$ cat src/rtl/bpc_pkg.sv
package bpc_pkg;
    localparam int SEL_W = 4;

    // Bulk word field positions (decoded by the per-pin update logic)
    localparam int BK_HALF    = 31;
    localparam int BK_WR_CFG  = 30;
    localparam int BK_WR_SEL  = 28;
    localparam int BK_SEL_LSB = 24;
    localparam int BK_DRV     = 22;
    localparam int BK_PULL    = 18;
    localparam int BK_INEN    = 17;
    localparam int BK_MUXEN   = 16;

    // Configuration byte positions
    localparam int CB_MUXEN = 0;
    localparam int CB_INEN  = 1;
    localparam int CB_PULL  = 2;
    localparam int CB_DRV   = 6;

    typedef struct packed {
        logic drv;
        logic pull;
        logic inen;
        logic muxen;
    } pin_cfg_t;

    function automatic logic [7:0] cfg_to_byte(pin_cfg_t c);
        logic [7:0] b;
        b = '0;
        b[CB_MUXEN] = c.muxen;
        b[CB_INEN]  = c.inen;
        b[CB_PULL]  = c.pull;
        b[CB_DRV]   = c.drv;
        return b;
    endfunction
endpackage

$ cat src/rtl/bpc_decode.sv
module bpc_decode
    import bpc_pkg::*;
#(
    parameter int NUM_PINS = 32,
    parameter int ADDR_W   = 7,
    parameter int BULK_OFS = 'h28,
    parameter int MUX_OFS  = 'h30,
    parameter int CFG_OFS  = 'h40
) (
    input  logic                             wr_en,
    input  logic [ADDR_W-1:0]                addr,
    input  logic [31:0]                      wdata,
    output logic [NUM_PINS-1:0]              cfg_we,
    output pin_cfg_t [NUM_PINS-1:0]          cfg_wval,
    output logic [NUM_PINS-1:0]              sel_we,
    output logic [NUM_PINS-1:0][SEL_W-1:0]   sel_wval
);
    localparam int HALF_W = NUM_PINS / 2;

    logic     bulk_hit;
    pin_cfg_t bulk_cfg;
    logic     unused_wdata;

    assign bulk_hit = wr_en && (addr == ADDR_W'(BULK_OFS));
    assign bulk_cfg = pin_cfg_t'({wdata[BK_DRV], wdata[BK_PULL],
                                  wdata[BK_INEN], wdata[BK_MUXEN]});
    assign unused_wdata = ^{wdata[29], wdata[23], wdata[21:19]};

    for (genvar p = 0; p < NUM_PINS; p++) begin : g_pin
        localparam int HALF = p / HALF_W;
        localparam int IDX  = p % HALF_W;
        localparam int LANE = (p % 2) * SEL_W;

        logic picked, cfg_byte_hit, mux_byte_hit;

        assign picked       = bulk_hit && (wdata[BK_HALF] == 1'(HALF)) && wdata[IDX];
        assign cfg_byte_hit = wr_en && (addr == ADDR_W'(CFG_OFS + p));
        assign mux_byte_hit = wr_en && (addr == ADDR_W'(MUX_OFS + p / 2));

        always_comb begin
            cfg_we[p]   = (picked && wdata[BK_WR_CFG]) || cfg_byte_hit;
            sel_we[p]   = (picked && wdata[BK_WR_SEL]) || mux_byte_hit;
            cfg_wval[p] = cfg_byte_hit
                        ? pin_cfg_t'({wdata[CB_DRV], wdata[CB_PULL], wdata[CB_INEN], wdata[CB_MUXEN]})
                        : bulk_cfg;
            sel_wval[p] = mux_byte_hit ? wdata[LANE +: SEL_W]
                                       : wdata[BK_SEL_LSB +: SEL_W];
        end
    end
endmodule

$ cat src/rtl/bpc_pin_store.sv
module bpc_pin_store
    import bpc_pkg::*;
#(
    parameter int NUM_PINS = 32
) (
    input  logic                             clk,
    input  logic                             rst_n,
    input  logic [NUM_PINS-1:0]              cfg_we,
    input  pin_cfg_t [NUM_PINS-1:0]          cfg_wval,
    input  logic [NUM_PINS-1:0]              sel_we,
    input  logic [NUM_PINS-1:0][SEL_W-1:0]   sel_wval,
    output pin_cfg_t [NUM_PINS-1:0]          cfg_q,
    output logic [NUM_PINS-1:0][SEL_W-1:0]   sel_q
);
    for (genvar p = 0; p < NUM_PINS; p++) begin : g_pin
        always_ff @(posedge clk or negedge rst_n) begin
            if (!rst_n) begin
                cfg_q[p] <= '0;
                sel_q[p] <= '0;
            end else begin
                if (cfg_we[p]) cfg_q[p] <= cfg_wval[p];
                if (sel_we[p]) sel_q[p] <= sel_wval[p];
            end
        end

        // a pin without a configuration write enable holds its flags
        a_r5_cfg_hold: assert property (@(posedge clk) disable iff (!rst_n)
            !cfg_we[p] |=> $stable(cfg_q[p]));
        // a pin without a selection write enable holds its selection
        a_r5_sel_hold: assert property (@(posedge clk) disable iff (!rst_n)
            !sel_we[p] |=> $stable(sel_q[p]));
    end
endmodule

$ cat src/rtl/bpc_readback.sv
module bpc_readback
    import bpc_pkg::*;
#(
    parameter int NUM_PINS = 32,
    parameter int ADDR_W   = 7,
    parameter int BULK_OFS = 'h28,
    parameter int MUX_OFS  = 'h30,
    parameter int CFG_OFS  = 'h40
) (
    input  logic                             clk,
    input  logic                             rst_n,
    input  logic                             rd_en,
    input  logic [ADDR_W-1:0]                addr,
    input  pin_cfg_t [NUM_PINS-1:0]          cfg_q,
    input  logic [NUM_PINS-1:0][SEL_W-1:0]   sel_q,
    output logic [31:0]                      rdata
);
    localparam int NUM_PAIRS = NUM_PINS / 2;

    logic [31:0] rd_word;

    always_comb begin
        rd_word = '0;
        for (int i = 0; i < NUM_PINS; i++) begin
            if (addr == ADDR_W'(CFG_OFS + i)) rd_word[7:0] = cfg_to_byte(cfg_q[i]);
        end
        for (int k = 0; k < NUM_PAIRS; k++) begin
            if (addr == ADDR_W'(MUX_OFS + k)) rd_word[7:0] = {sel_q[2*k+1], sel_q[2*k]};
        end
    end

    always_ff @(posedge clk or negedge rst_n) begin
        if (!rst_n) rdata <= '0;
        else        rdata <= rd_en ? rd_word : '0;
    end

    // the bulk word reads as zero
    a_r8_bulk_reads_zero: assert property (@(posedge clk) disable iff (!rst_n)
        (rd_en && addr == ADDR_W'(BULK_OFS)) |=> (rdata == '0));
    // no read request, no read data
    a_r9_idle_zero: assert property (@(posedge clk) disable iff (!rst_n)
        !rd_en |=> (rdata == '0));
endmodule

$ cat src/rtl/bulk_pincfg.sv
module bulk_pincfg
    import bpc_pkg::*;
#(
    parameter int NUM_PINS = 32,
    parameter int ADDR_W   = 7,
    parameter int BULK_OFS = 'h28,
    parameter int MUX_OFS  = 'h30,
    parameter int CFG_OFS  = 'h40
) (
    input  logic                       clk,
    input  logic                       rst_n,
    input  logic                       wr_en,
    input  logic                       rd_en,
    input  logic [ADDR_W-1:0]          addr,
    input  logic [31:0]                wdata,
    output logic [31:0]                rdata,
    output logic [NUM_PINS-1:0]        mux_en,
    output logic [NUM_PINS-1:0]        in_en,
    output logic [NUM_PINS-1:0]        pull_en,
    output logic [NUM_PINS-1:0]        drv_str,
    output logic [NUM_PINS*SEL_W-1:0]  mux_sel
);
    localparam int HALF_W = NUM_PINS / 2;

    logic [NUM_PINS-1:0]             cfg_we, sel_we;
    pin_cfg_t [NUM_PINS-1:0]         cfg_wval, cfg_q;
    logic [NUM_PINS-1:0][SEL_W-1:0]  sel_wval, sel_q;

    bpc_decode #(
        .NUM_PINS(NUM_PINS), .ADDR_W(ADDR_W),
        .BULK_OFS(BULK_OFS), .MUX_OFS(MUX_OFS), .CFG_OFS(CFG_OFS)
    ) u_decode (
        .wr_en(wr_en), .addr(addr), .wdata(wdata),
        .cfg_we(cfg_we), .cfg_wval(cfg_wval),
        .sel_we(sel_we), .sel_wval(sel_wval)
    );

    bpc_pin_store #(.NUM_PINS(NUM_PINS)) u_store (
        .clk(clk), .rst_n(rst_n),
        .cfg_we(cfg_we), .cfg_wval(cfg_wval),
        .sel_we(sel_we), .sel_wval(sel_wval),
        .cfg_q(cfg_q), .sel_q(sel_q)
    );

    bpc_readback #(
        .NUM_PINS(NUM_PINS), .ADDR_W(ADDR_W),
        .BULK_OFS(BULK_OFS), .MUX_OFS(MUX_OFS), .CFG_OFS(CFG_OFS)
    ) u_readback (
        .clk(clk), .rst_n(rst_n), .rd_en(rd_en), .addr(addr),
        .cfg_q(cfg_q), .sel_q(sel_q), .rdata(rdata)
    );

    for (genvar p = 0; p < NUM_PINS; p++) begin : g_out
        assign mux_en[p]              = cfg_q[p].muxen;
        assign in_en[p]               = cfg_q[p].inen;
        assign pull_en[p]             = cfg_q[p].pull;
        assign drv_str[p]             = cfg_q[p].drv;
        assign mux_sel[p*SEL_W +: SEL_W] = sel_q[p];
    end

    logic bulk_wr;
    assign bulk_wr = wr_en && (addr == ADDR_W'(BULK_OFS));

    // configuration write enable clear keeps every flag
    a_r5_bulk_no_cfg: assert property (@(posedge clk) disable iff (!rst_n)
        (bulk_wr && !wdata[BK_WR_CFG]) |=> $stable({mux_en, in_en, pull_en, drv_str}));
    // selection write enable clear keeps every selection
    a_r5_bulk_no_sel: assert property (@(posedge clk) disable iff (!rst_n)
        (bulk_wr && !wdata[BK_WR_SEL]) |=> $stable(mux_sel));
    // lower-half bulk write leaves upper half untouched
    a_r3_upper_kept: assert property (@(posedge clk) disable iff (!rst_n)
        (bulk_wr && !wdata[BK_HALF]) |=> $stable({mux_en[NUM_PINS-1:HALF_W], in_en[NUM_PINS-1:HALF_W],
                                                 pull_en[NUM_PINS-1:HALF_W], drv_str[NUM_PINS-1:HALF_W],
                                                 mux_sel[NUM_PINS*SEL_W-1:HALF_W*SEL_W]}));
    // pin 0 takes the bulk flags when selected
    a_r2_pin0_flags: assert property (@(posedge clk) disable iff (!rst_n)
        (bulk_wr && wdata[BK_WR_CFG] && !wdata[BK_HALF] && wdata[0])
        |=> (mux_en[0] == $past(wdata[BK_MUXEN]) && drv_str[0] == $past(wdata[BK_DRV])));
    // pin 0 takes the bulk selection when selected
    a_r4_pin0_sel: assert property (@(posedge clk) disable iff (!rst_n)
        (bulk_wr && wdata[BK_WR_SEL] && !wdata[BK_HALF] && wdata[0])
        |=> (mux_sel[SEL_W-1:0] == $past(wdata[BK_SEL_LSB +: SEL_W])));
endmodule

$ cat config.mk
export PLATFORM = sky130hd
export DESIGN_NAME = bulk_pincfg
export DESIGN_NICKNAME = d
export VERILOG_FILES = /design/src/rtl/bpc_pkg.sv /design/src/rtl/bpc_decode.sv /design/src/rtl/bpc_pin_store.sv /design/src/rtl/bpc_readback.sv /design/src/rtl/bulk_pincfg.sv
export SDC_FILE = /design/constraint.sdc
export NUM_CORES = 1
export LEC_CHECK = 0
export BUFFER_PORTS_ARGS = -buffer_cell sky130_fd_sc_hd__buf_2
export CORE_ASPECT_RATIO = 1.4
export CORE_MARGIN = 3
export CORE_UTILIZATION = 35
export DETAILED_ROUTE_END_ITERATION = 8
export GPL_TIMING_DRIVEN = 0
export MAX_ROUTING_LAYER = met4
export PLACE_DENSITY_LB_ADDON = 0.15
export SYNTH_ARGS = -nofsm -noshare
export SYNTH_HDL_FRONTEND = slang
export SYNTH_SLANG_ARGS = --single-unit
$ cat constraint.sdc
create_clock -name clk -period 3.6 [get_ports clk]
set_input_delay 0 -clock clk [delete_from_list [all_inputs] [get_ports clk]]
set_output_delay 0 -clock clk [all_outputs]
set_load 0.02 [all_outputs]
After elaboration in Yosys (flattened, before gate mapping)
Index checks and enable logic that the tools add are counted.

storage, ports and cells
  register bits = 288
  output and inout bits = 288
  word-level logic and storage cells = 535

cells by class
  eq/ne operators = 49
  muxes and demuxes = 113
  bitwise gates (word level) = 1
  reduce and logical (&&, ||, !) cells = 211

operators by type and width
  operator                                                         number
  8-bit two-way mux                                                48
  4-bit two-way mux                                                64
  7-bit == test, second input constant                             32
  1-bit logical AND                                                147
  7-bit by 6-bit == test with 1-bit output, second input constant  17
  1-bit logical OR                                                 64
  7-bit two-way mux                                                1
  1-bit NOT                                                        1

Depth between registers and ports, before layout
  depth in word-level cells = 50
  gate-level depth with buffers = 11
  mapped depth without buffers = 7

Modules after synthesis
Synthesis repeated with hierarchy kept, for this count alone.

unflattened totals
  cells, all modules = 1537
  area, all modules = 17012.6 um^2

by module, submodules not included
  module         instances  cells an instance  area each (um^2)  seq. area each (um^2)
  bpc_pin_store  1          512                9288.9            6406.1
  bpc_decode     1          516                4256.6            0.0
  bpc_readback   1          509                3467.1            200.2

Worst setup path before layout
No wires, ideal clock.

  path kind = register to register
  from = reg, netlist name u_store.cfg_q[8]
  to = reg u_readback.rdata[0]
  arrival = 1.664 ns
  data required time = 3.456 ns
  setup slack = 1.792 ns
  stages on the path, launching flop included = 8
  clock period less this slack = 1.808 ns
  cell sequence = dfrtp_1 > mux2i_1 > o21ai_0 > a221oi_1 > o21ai_0 > a211o_1 > a222oi_1 > o221ai_1

on the way
  cells in the longest elaborated chain, start to end = 47

RTL lines
  item                             line                source
  8-bit two-way mux (30 in a row)  bpc_readback.sv:25  if (addr == ADDR_W'(CFG_OFS + i)) rd_word[7:0] = cfg_to_byte(cfg_q[i]);
  8-bit two-way mux (16 in a row)  bpc_readback.sv:28  if (addr == ADDR_W'(MUX_OFS + k)) rd_word[7:0] = {sel_q[2*k+1], sel_q[2*k]};
  8-bit two-way mux                bpc_readback.sv:34  else rdata <= rd_en ? rd_word : '0;
  end signal: assignment           bpc_readback.sv:34
  end: declaration                 bpc_readback.sv:16  output logic [31:0] rdata

Every way passes these cells.
A chain may end at the register's enable or synchronous reset.

Final worst setup path
  from = in addr[0]
  to = reg u_readback.rdata[2]

on the way
  cells in the longest elaborated chain, start to end = 50

RTL lines
  item                             line                source
  start: declaration               bulk_pincfg.sv:14   input logic [ADDR_W-1:0] addr,
  7-bit == test                    bpc_readback.sv:25
  7-bit two-way mux                bpc_readback.sv:25
  8-bit two-way mux (31 in a row)  bpc_readback.sv:25
  8-bit two-way mux (15 in a row)  bpc_readback.sv:28
  8-bit two-way mux (*)            bpc_readback.sv:28
  8-bit two-way mux (*)            bpc_readback.sv:34

Every way passes the cells marked *; elsewhere a longest branch is shown, timed or not.

==> metrics <==
top_reg_cell synth dfrtp_1; Setup CP Type input port to register; core area 43500 um^2; post-route setup slack 0.664 ns; layout cell share with drive strength beyond 1 0.209; DR pass1 iterations 6; placed wire-length estimate 68200 um; cell internal pwr 0.00580 W; placed instance count 2650; first-pass GRT wire length 124000 um; critical path capture point type register; Slew Viols, Final 0; final total power 0.00910 W; sequential power share 0.421; Starting Density 0.357; maxcap violations 0; clk_lat worst skew 0.59 ns; Register Area 6610 um^2; CP required 4.00 ns; Synth cell types 72; final worst path period need 2.94 ns; fillers 4490; Avg Vias per Cell 6.15; Worst Path Arrival 3.34 ns; Post-Route WL 90300 um; Post-CTS Resized 0; violated checks hold timing; initial antenna violation count 1; CTS tree yes; mapped cell area 15500 um^2; clock network power share 0.348; Gate power share 0.230; vias in the first global route 16300; post-synthesis sequential area ratio 0.426; Port Buffer Count 296; Hold Vio Cnt, Final 8; total track usage 0.384; PD cells 478 nW/um^2; Tightest Hold Check Type input port to async pin; Peak VDD IR 0.326 mV; Post-synth EDFFs 0; GRT overflow 0; Startpoint Class input port; Multi-input gate area 8140 um^2; WHS -0.0182 ns; slack of the worst reg-to-reg path 1.04 ns; Top-Level Pins 331; clk slew on worst S/H paths 0.07 ns; slowest cell on the critical path a211oi_1; Iter 0 DRT Violations 1869; status finished with violations; worst path cell trace buf_2, buf_4, buf_2, buf_2, buf_2, o221ai_1, a21oi_1, a31oi_1, a31oi_1, o22ai_1, a211oi_1; Chip Height 255 um; final instance area 19100 um^2; fmax 341 MHz; most frequent CP cell buf_2; CP max stage delay 0.61 ns; total die area 46900 um^2; CTS buffer count 28; worst-path fanout max 10; switching pwr 0.00330 W; setup violators final 0; Wirelength per Cell 33.1 um; pre-CTS setup slack 0.296 ns; CTS root buf clkbuf_16; DP Area 17800 um^2; largest net degree at the start of global routing 110; setup bufs post-CTS 0; Layout area overhead 22.8%; pin slew with the least headroom to its limit 1.35 ns; RSZ-0062 raised after global routing false; Sw Ratio 0.362; Syn Area/Cell 8.73 um^2; Die W 184 um; row count 90; Max clock buf depth 3; Final #Nets 2195; RD Place Congestion 1.04; Mapped Cells 1777; Tcrit/Tclk final 0.816; Slew HR 0.0968; Final Non-Filler Cells 2726; H-tree depth 1; FFs w/ async S/R, synth 1.00; DRC viols 0; skew final 0.0137 ns; clk sink count 264; ANT nets after route 0; vias post-DR 16800; yosys warns 0; LEAKAGE 10.2 nW; flops & latches, synth 264; cts hold-fix bufs 24
-- synth_stat cells (9+ instances only) --
cell type  instances  share of area
a22oi_1           15         0.0073
nand3_1           63          0.020
nand2b_1          10         0.0040
clkbuf_1          98          0.024
buf_2             23         0.0074
nor2_1           222          0.054
a31oi_1           20         0.0081
and2_1            10         0.0040
buf_4             33          0.016
dfrtp_1          264           0.43
inv_1             16         0.0039
a21oi_1          175          0.056
o22ai_1           42          0.017
o21ai_1            9         0.0029
nand2_2           21         0.0085
nor3_1            19         0.0061
nand2_1          215          0.052
a211oi_1          16         0.0077
o221ai_1          11         0.0062
mux2i_1          226           0.15
o21ai_0          127          0.041
-- flip-flops by register name, indices dropped and copies added, names as in the netlist --
name              count
u_store.cfg_q       128
u_store.sel_q       128
u_readback.rdata      8
-- worst max-delay path, delay by kind of cell --
family	cells	cell delay, ns
compound gates	6	1.54
buf+inv	5	1.79
-- layer usage --
layer,up-vias,global-route usage,wire (um)
met5,-,-,0
met4,0,0.238,7140
met3,318,0.0482,6630
met2,1087,0.626,43200
met1,8278,0.451,33300
li1,7072,-,-
-- area by class of cell --
cell class / count / area share
Sequential cell: 264 / 0.347
Multi-Input combinational cell: 1356 / 0.427
Inverter: 18 / 0.00355
Antenna cell: 1 / 0.000131
Tap cell: 552 / 0.0362
Clock buffer: 40 / 0.0439
Timing Repair Buffer: 322 / 0.0938
Buffer: 162 / 0.0416
Clock inverter: 11 / 0.00716
-- per-stage QoR --
stage / utilization / TNS (ns) / hold WS, ns
CTS: 0.438 / 0 / 0.0130
detailed placement: 0.410 / 0 / 0.0230
global placement: 0.409 / -689.77 / 0.348
floorplan: - / 0 / -0.296
finish: 0.438 / 0 / -0.0182
global route: 0.438 / 0 / 0.0498
-- power by group through the flow --
stage                     sequential (W)  combinational, W  clock (W)
final                            0.00383           0.00210    0.00317
after global placement           0.00387           0.00203          0
after detailed placement         0.00387           0.00205          0
after CTS                        0.00382           0.00208    0.00316
after floorplan                  0.00406          0.000711          0
after global routing             0.00384           0.00221    0.00329
-- path summary, 6_finish.rpt --
check / from / end / depth (start not counted)
min in group clk: wdata[5] / u_store.cfg_q[22]$_DFFE_PN0P_ / 4
max in group asynchronous: rst_n / u_store.cfg_q[1]$_DFFE_PN0P_ / 3
setup reg to reg: u_store.cfg_q[0]$_DFFE_PN0P_ / u_readback.rdata[0]$_DFF_PN0_ / 7
hold reg to reg: u_store.cfg_q[53]$_DFFE_PN0P_ / u_store.cfg_q[53]$_DFFE_PN0P_ / 2
hold / removal: rst_n / u_store.cfg_q[47]$_DFFE_PN0P_ / 2
setup / recovery: addr[0] / u_readback.rdata[2]$_DFF_PN0_ / 11
-- cells in the final DEF, fill, tap and decap left out, types with 8 or more instances in the layout --
master / instances
a21oi_1: 175
o21ai_0: 127
nor2_1: 222
inv_1: 16
o22ai_1: 42
o21ai_1: 9
o221ai_1: 11
nor3_1: 19
and3_1: 8
and2_1: 10
mux2_2: 8
dfrtp_1: 264
buf_4: 33
nand2_1: 215
a31oi_1: 20
nand3b_1: 8
mux2i_1: 226
conb_1: 24
a22oi_1: 15
buf_2: 318
clkbuf_1: 102
clkbuf_16: 29
a221oi_1: 8
nand3_1: 63
nor2b_1: 8
nand2b_1: 10
dlygate4sd3_1: 24
a211oi_1: 16
nand2_2: 21
-- logic make-up (layout without fill, tap and decap cells) --
kind of cell / after synthesis / in the layout / share of synthesized area
AO/OA/AOI/OAI: 476 / 476 / 0.182
buffers and inverters: 180 / 553 / 0.0554
flip-flops: 264 / 264 / 0.426
multiplexers: 240 / 240 / 0.161
other: 1 / 25 / 0.000242
AND/OR/NAND/NOR: 616 / 616 / 0.176
Note: power is estimated with default switching activity, not from simulation.
